<file path="src/rtl/rm_pkg.sv">
package rm_pkg;

    typedef enum logic [1:0] {
        OP_IDLE  = 2'b00,
        OP_LR    = 2'b01,
        OP_SC    = 2'b10,
        OP_STORE = 2'b11
    } rm_op_e;

    // Granule index of a byte address: drop the offset bits below the granule.
    function automatic logic [63:0] gran_index(input logic [63:0] addr, input int unsigned lg);
        return addr >> lg;
    endfunction

endpackage

</file>
<file path="src/rtl/rm_hold_timer.sv">
module rm_hold_timer #(
    parameter int HOLD_W = 8
) (
    input  logic              clk,
    input  logic              rst,
    input  logic              load,
    input  logic [HOLD_W-1:0] load_val,
    output logic              busy
);
    logic [HOLD_W-1:0] cnt_q;

    always_ff @(posedge clk) begin
        if (rst) begin
            cnt_q <= '0;
        end else if (load) begin
            cnt_q <= load_val;
        end else if (cnt_q != '0) begin
            cnt_q <= cnt_q - 1'b1;
        end
    end

    assign busy = (cnt_q != '0);
endmodule

</file>
<file path="src/rtl/rm_inval_gate.sv">
module rm_inval_gate #(
    parameter int NUM_HARTS = 4,
    parameter int GRAN_W    = 26
) (
    input  logic [NUM_HARTS-1:0]             vld,
    input  logic [NUM_HARTS-1:0][GRAN_W-1:0] gran,
    input  logic [NUM_HARTS-1:0]             busy,
    input  logic                             hold_en,
    input  logic                             inval_valid,
    input  logic [GRAN_W-1:0]                inval_gran,
    output logic                             stall,
    output logic                             take
);
    logic [NUM_HARTS-1:0] held;

    for (genvar h = 0; h < NUM_HARTS; h++) begin : g_held
        assign held[h] = vld[h] && busy[h] && (gran[h] == inval_gran);
    end

    assign stall = inval_valid && hold_en && (|held);
    assign take  = inval_valid && !stall;
endmodule

</file>
<file path="src/rtl/rm_resv_chain.sv">
module rm_resv_chain
    import rm_pkg::*;
#(
    parameter int NUM_HARTS = 4,
    parameter int GRAN_W    = 26
) (
    input  logic [NUM_HARTS-1:0]             vld_i,
    input  logic [NUM_HARTS-1:0][GRAN_W-1:0] gran_i,
    input  logic [NUM_HARTS-1:0][1:0]        op_i,
    input  logic [NUM_HARTS-1:0][GRAN_W-1:0] req_gran_i,
    input  logic                             inval_take_i,
    input  logic [GRAN_W-1:0]                inval_gran_i,
    output logic [NUM_HARTS-1:0]             vld_o,
    output logic [NUM_HARTS-1:0][GRAN_W-1:0] gran_o,
    output logic [NUM_HARTS-1:0]             lr_set_o,
    output logic [NUM_HARTS-1:0]             rsp_o,
    output logic [NUM_HARTS-1:0]             fail_o,
    output logic [NUM_HARTS-1:0]             excl_o
);
    always_comb begin
        logic [NUM_HARTS-1:0]             v;
        logic [NUM_HARTS-1:0][GRAN_W-1:0] g;
        logic                             other;
        logic                             hit;

        v        = vld_i;
        g        = gran_i;
        lr_set_o = '0;
        rsp_o    = '0;
        fail_o   = '0;
        excl_o   = '0;
        other    = 1'b0;
        hit      = 1'b0;

        // Accepted invalidation lands first, before any hart request.
        if (inval_take_i) begin
            for (int k = 0; k < NUM_HARTS; k++) begin
                if (v[k] && (g[k] == inval_gran_i)) v[k] = 1'b0;
            end
        end

        // Fixed priority: lower index applied first, later ones see its result.
        for (int h = 0; h < NUM_HARTS; h++) begin
            case (op_i[h])
                OP_LR: begin
                    other = 1'b0;
                    for (int k = 0; k < NUM_HARTS; k++) begin
                        if (k != h && v[k] && (g[k] == req_gran_i[h])) other = 1'b1;
                    end
                    excl_o[h]   = !other;
                    rsp_o[h]    = 1'b1;
                    lr_set_o[h] = 1'b1;
                    v[h]        = 1'b1;
                    g[h]        = req_gran_i[h];
                end
                OP_SC: begin
                    hit       = v[h] && (g[h] == req_gran_i[h]);
                    rsp_o[h]  = 1'b1;
                    fail_o[h] = !hit;
                    if (hit) begin
                        for (int k = 0; k < NUM_HARTS; k++) begin
                            if (k != h && v[k] && (g[k] == req_gran_i[h])) v[k] = 1'b0;
                        end
                    end
                    v[h] = 1'b0;
                end
                OP_STORE: begin
                    for (int k = 0; k < NUM_HARTS; k++) begin
                        if (k != h && v[k] && (g[k] == req_gran_i[h])) v[k] = 1'b0;
                    end
                end
                default: ;
            endcase
        end

        vld_o  = v;
        gran_o = g;
    end
endmodule

</file>
<file path="src/rtl/rm_resv_monitor.sv">
module rm_resv_monitor
    import rm_pkg::*;
#(
    parameter int NUM_HARTS = 4,
    parameter int ADDR_W    = 32,
    parameter int GRAN_LG   = 6,
    parameter int HOLD_W    = 8
) (
    input  logic                          clk,
    input  logic                          rst,
    input  logic [2*NUM_HARTS-1:0]        req_op,
    input  logic [NUM_HARTS*ADDR_W-1:0]   req_addr,
    input  logic                          hold_en,
    input  logic [HOLD_W-1:0]             hold_cycles,
    input  logic                          inval_valid,
    input  logic [ADDR_W-1:0]             inval_addr,
    output logic                          inval_stall,
    output logic [NUM_HARTS-1:0]          resp_valid,
    output logic [NUM_HARTS-1:0]          resp_fail,
    output logic [NUM_HARTS-1:0]          resp_excl
);
    localparam int GRAN_W = ADDR_W - GRAN_LG;

    logic [NUM_HARTS-1:0]             res_vld;
    logic [NUM_HARTS-1:0][GRAN_W-1:0] res_gran;
    logic [NUM_HARTS-1:0]             nxt_vld;
    logic [NUM_HARTS-1:0][GRAN_W-1:0] nxt_gran;
    logic [NUM_HARTS-1:0][1:0]        op_a;
    logic [NUM_HARTS-1:0][GRAN_W-1:0] rq_gran;
    logic [NUM_HARTS-1:0]             lr_set;
    logic [NUM_HARTS-1:0]             busy;
    logic [NUM_HARTS-1:0]             rsp_c;
    logic [NUM_HARTS-1:0]             fail_c;
    logic [NUM_HARTS-1:0]             excl_c;
    logic [GRAN_W-1:0]                inv_gran;
    logic                             inv_take;

    for (genvar h = 0; h < NUM_HARTS; h++) begin : g_hart
        assign op_a[h]    = req_op[2*h +: 2];
        assign rq_gran[h] = req_addr[h*ADDR_W + GRAN_LG +: GRAN_W];

        rm_hold_timer #(.HOLD_W(HOLD_W)) u_timer (
            .clk      (clk),
            .rst      (rst),
            .load     (lr_set[h]),
            .load_val (hold_cycles),
            .busy     (busy[h])
        );
    end

    assign inv_gran = inval_addr[ADDR_W-1:GRAN_LG];

    rm_inval_gate #(.NUM_HARTS(NUM_HARTS), .GRAN_W(GRAN_W)) u_gate (
        .vld         (res_vld),
        .gran        (res_gran),
        .busy        (busy),
        .hold_en     (hold_en),
        .inval_valid (inval_valid),
        .inval_gran  (inv_gran),
        .stall       (inval_stall),
        .take        (inv_take)
    );

    rm_resv_chain #(.NUM_HARTS(NUM_HARTS), .GRAN_W(GRAN_W)) u_chain (
        .vld_i        (res_vld),
        .gran_i       (res_gran),
        .op_i         (op_a),
        .req_gran_i   (rq_gran),
        .inval_take_i (inv_take),
        .inval_gran_i (inv_gran),
        .vld_o        (nxt_vld),
        .gran_o       (nxt_gran),
        .lr_set_o     (lr_set),
        .rsp_o        (rsp_c),
        .fail_o       (fail_c),
        .excl_o       (excl_c)
    );

    always_ff @(posedge clk) begin
        if (rst) begin
            res_vld    <= '0;
            res_gran   <= '0;
            resp_valid <= '0;
            resp_fail  <= '0;
            resp_excl  <= '0;
        end else begin
            res_vld    <= nxt_vld;
            res_gran   <= nxt_gran;
            resp_valid <= rsp_c;
            resp_fail  <= fail_c;
            resp_excl  <= excl_c;
        end
    end
endmodule

</file>
<file path="config.mk">
export PLATFORM = sky130hd
export DESIGN_NAME = rm_resv_monitor
export DESIGN_NICKNAME = d
export VERILOG_FILES = /design/src/rtl/rm_pkg.sv /design/src/rtl/rm_hold_timer.sv /design/src/rtl/rm_inval_gate.sv /design/src/rtl/rm_resv_chain.sv /design/src/rtl/rm_resv_monitor.sv
export SDC_FILE = /design/constraint.sdc
export NUM_CORES = 1
export LEC_CHECK = 0
export BUFFER_PORTS_ARGS = -buffer_cell sky130_fd_sc_hd__buf_2
export CAP_MARGIN = 20
export CORE_ASPECT_RATIO = 0.9
export CORE_MARGIN = 3
export CORE_UTILIZATION = 41
export CTS_BUF_LIST = sky130_fd_sc_hd__clkbuf_16
export DETAILED_ROUTE_END_ITERATION = 8
export GPL_ROUTABILITY_DRIVEN = 0
export PLACE_DENSITY = 0.63
export SYNTH_ARGS = -nofsm -noshare
export SYNTH_HDL_FRONTEND = slang
export SYNTH_SLANG_ARGS = --single-unit
</file>
<file path="constraint.sdc">
create_clock -name clk -period 6.24 [get_ports clk]
set_clock_uncertainty 0.2 [all_clocks]
set_input_delay 0.624 -clock clk [delete_from_list [all_inputs] [get_ports clk]]
set_output_delay 0.624 -clock clk [all_outputs]
set_load 0.05 [all_outputs]
</file>
==> impl_metrics.toml <==
[sta]
tns_ns = 0
max-slew-margin-rel = 0.284
worst_pin_slew_ns = 1.04
finalSetupViolCount = 0
fmaxAchievable_ghz = 0.218
drv_slew = 0
period_minus_slack_ns = 4.58
rsz0062_at_grt = "false"
finalCritPeriodShare = 0.735
hold_violations = 0
holdWs_ns = 0.250

[layout]
diodes = 0
final_nets = 1797
stdcell_area_um2 = 14300
drive_gt1_frac = 0.146
post-route-util = 0.461
syn_to_final_growth_pct = 10.6

[logic_synthesis]
synth.avg_cell_area_um2 = 8.12
yosys-top-cells-count = "xor2_1, xnor2_1, clkbuf_1"
ys_seq_area_frac = 0.236
synth_edf_count = 0
async_reset_ff_frac = 0
netlist.area_leader.share = 0.236
synth_largest_area_cell = "dfxtp_1"
synth_ff_type = "dfxtp_1"
synth_most_common_cell = "xor2_1"
synth_nets = 1786
synthDistinctLibCells = 58
ys_top_cells_by_area = "dfxtp_1, xor2_1, xnor2_1, mux2i_1, clkbuf_1"
yosys_warnings = 0
ys_ff_latch = 152
synthCells = 1590
synthesis.area_um2 = 12900

[worst_setup_path]
critical_path_class = "in2reg"
critPathLaunchType = "input pin"
endpoint_kind = "flip-flop"
r2r_end = "res_vld[2]"
reg2reg_slack_ns = 2.02
r2r_cells = 11
crit-reg2reg-launch = "g_hart[1].u_timer.cnt_q[0]"
crit_path_end = "resp_excl[3]"
path_max_fanout = 28
cp_data_arrival_time_ns = 4.73
critical_path_required_ns = 6.39
setup.worst_path.start = "req_op[1]"

[clock_tree]
ctsLongestPathBuffers = 2
cts_hold_buf = 0
cts.htree.levels = 4
cts_resized = 0
clkTransAtPathRegs_ns = 0.07
tritoncts = "built"
clock-sinks = 152
insertion_delay_ns = 0.45
clockRootBuffer = "clkbuf_16"
cts_buffers = 17
cts_setup_buffers = 0

[drt]
drc = 0
via_per_inst = 6.06
dr.pass1.iters = 8
drtIter0Drc = 1853
wl_per_cell_um = 27.2
drt_wl_total_um = 55000
vias = 12266
antenna_left = 0

[worst_hold_path]
hold_class = "in2reg"

[placed_design]
placed_area_um2 = 13700
dpl.hpwl_um = 42300
port_buffers = 162

[power]
p_per_area_nw_per_um2 = 247
p_leak_uw = 0.00572
power_uw = 3520
vdd_drop_max_mv = 0.193

[run]
cap_violations = 0

[die]
row_count = 61
core-area_um2 = 31000
die_w_um = 193
io_pins = 193
dieArea_um2 = 33700
die_h_um = 174
initial_core_util = 0.417

[grt]
grt_use_total = 0.321
grt_pass1_vias = 11677
antenna_found_initial = 3
grt_max_degree = 82
grt_pass1_wl_um = 78100
overflow = 0

[run_status]
status = "complete, no violations"
==> metrics by stage <==
stage,setup WS [ns],cells
floorplan,2.40,1590
global placement,1.63,1991
detailed placement,1.50,1991
CTS,1.94,2023
global route,1.68,2023
finish,1.66,2023
==> placed cells by master, fill, tap and decap left out, types with 8 or more instances in the layout <==
master,n
a21oi_1,36
buf_2,161
buf_4,26
clkbuf_16,17
dfxtp_1,152
ha_1,12
inv_1,24
mux2i_1,113
nand2_1,35
nand2b_1,8
nand3_1,31
nand4_1,59
nor2_1,174
nor3_1,24
nor4_1,92
xnor2_1,241
xor2_1,288
==> flip-flops by register name (all words and copies together), names as in the netlist <==
register,cells
resp_excl,4
res_gran,104
g_hart.u_timer.cnt_q,32
resp_fail,4
res_vld,4
resp_valid,4
==> critical path: stages <==
cell and delay, ns:
buf_2 0.11, inv_1 0.05, ha_2 0.80, mux2i_1 0.94, xnor2_1 0.13, nor4_1 0.32, nand3_1 0.13, nor4_1 0.87
and2_1 0.24, a31oi_1 0.05, and4_1 0.25, a211oi_1 0.17
==> final cells by class <==
cell class / instances / area, µm²
fillers: 3094 / 16700
multi-input cells: 1220 / 9070
flip-flops and latches: 152 / 3040
repair buffers: 187 / 1000
well taps: 409 / 512
clock buffers: 17 / 425
clock inverters: 15 / 151
inverters: 23 / 86.3
==> kinds of logic after synthesis <==
kind of cell	count (synthesis)	share of synthesized area
AOI/OAI and AO/OA	86	0.0462
adders and majority gates	16	0.0155
and+or+nand+nor	474	0.191
muxes	115	0.0893
buffers and inverters	218	0.0634
xor gates and xnor gates	529	0.359
DFF	152	0.236
==> per-layer routing <==
layer | track usage | vias to the layer above | routed length [µm]
met3 | 0.125 | 242 | 8350
met2 | 0.425 | 965 | 20700
met5 | 0 | - | 120
li1 | - | 5291 | -
met4 | 0.166 | 8 | 3550
met1 | 0.445 | 5760 | 22300
==> power breakdown <==
part           switching [µW]  internal (µW)  total [µW]
Combinational             715            514        1230
Sequential                159           1080        1240
Clock                     469            589        1060
Total                    1340           2180        3520
==> worst min path at each step <==
stage	startpoint	to	slack, ns	cells past startpoint
final	hold_cycles[6]	g_hart[0].u_timer.cnt_q[6]	0.25	3
after global routing	hold_cycles[6]	g_hart[0].u_timer.cnt_q[6]	0.30	3
after CTS	hold_cycles[6]	g_hart[0].u_timer.cnt_q[6]	0.24	3
after detailed placement	g_hart[2].u_timer.cnt_q[6]	g_hart[2].u_timer.cnt_q[6]	0.30	2
after global placement	g_hart[2].u_timer.cnt_q[6]	g_hart[2].u_timer.cnt_q[6]	0.28	2
after floorplan	g_hart[2].u_timer.cnt_q[6]	g_hart[2].u_timer.cnt_q[6]	0.26	2
Power figures use the tool's default switching activity.
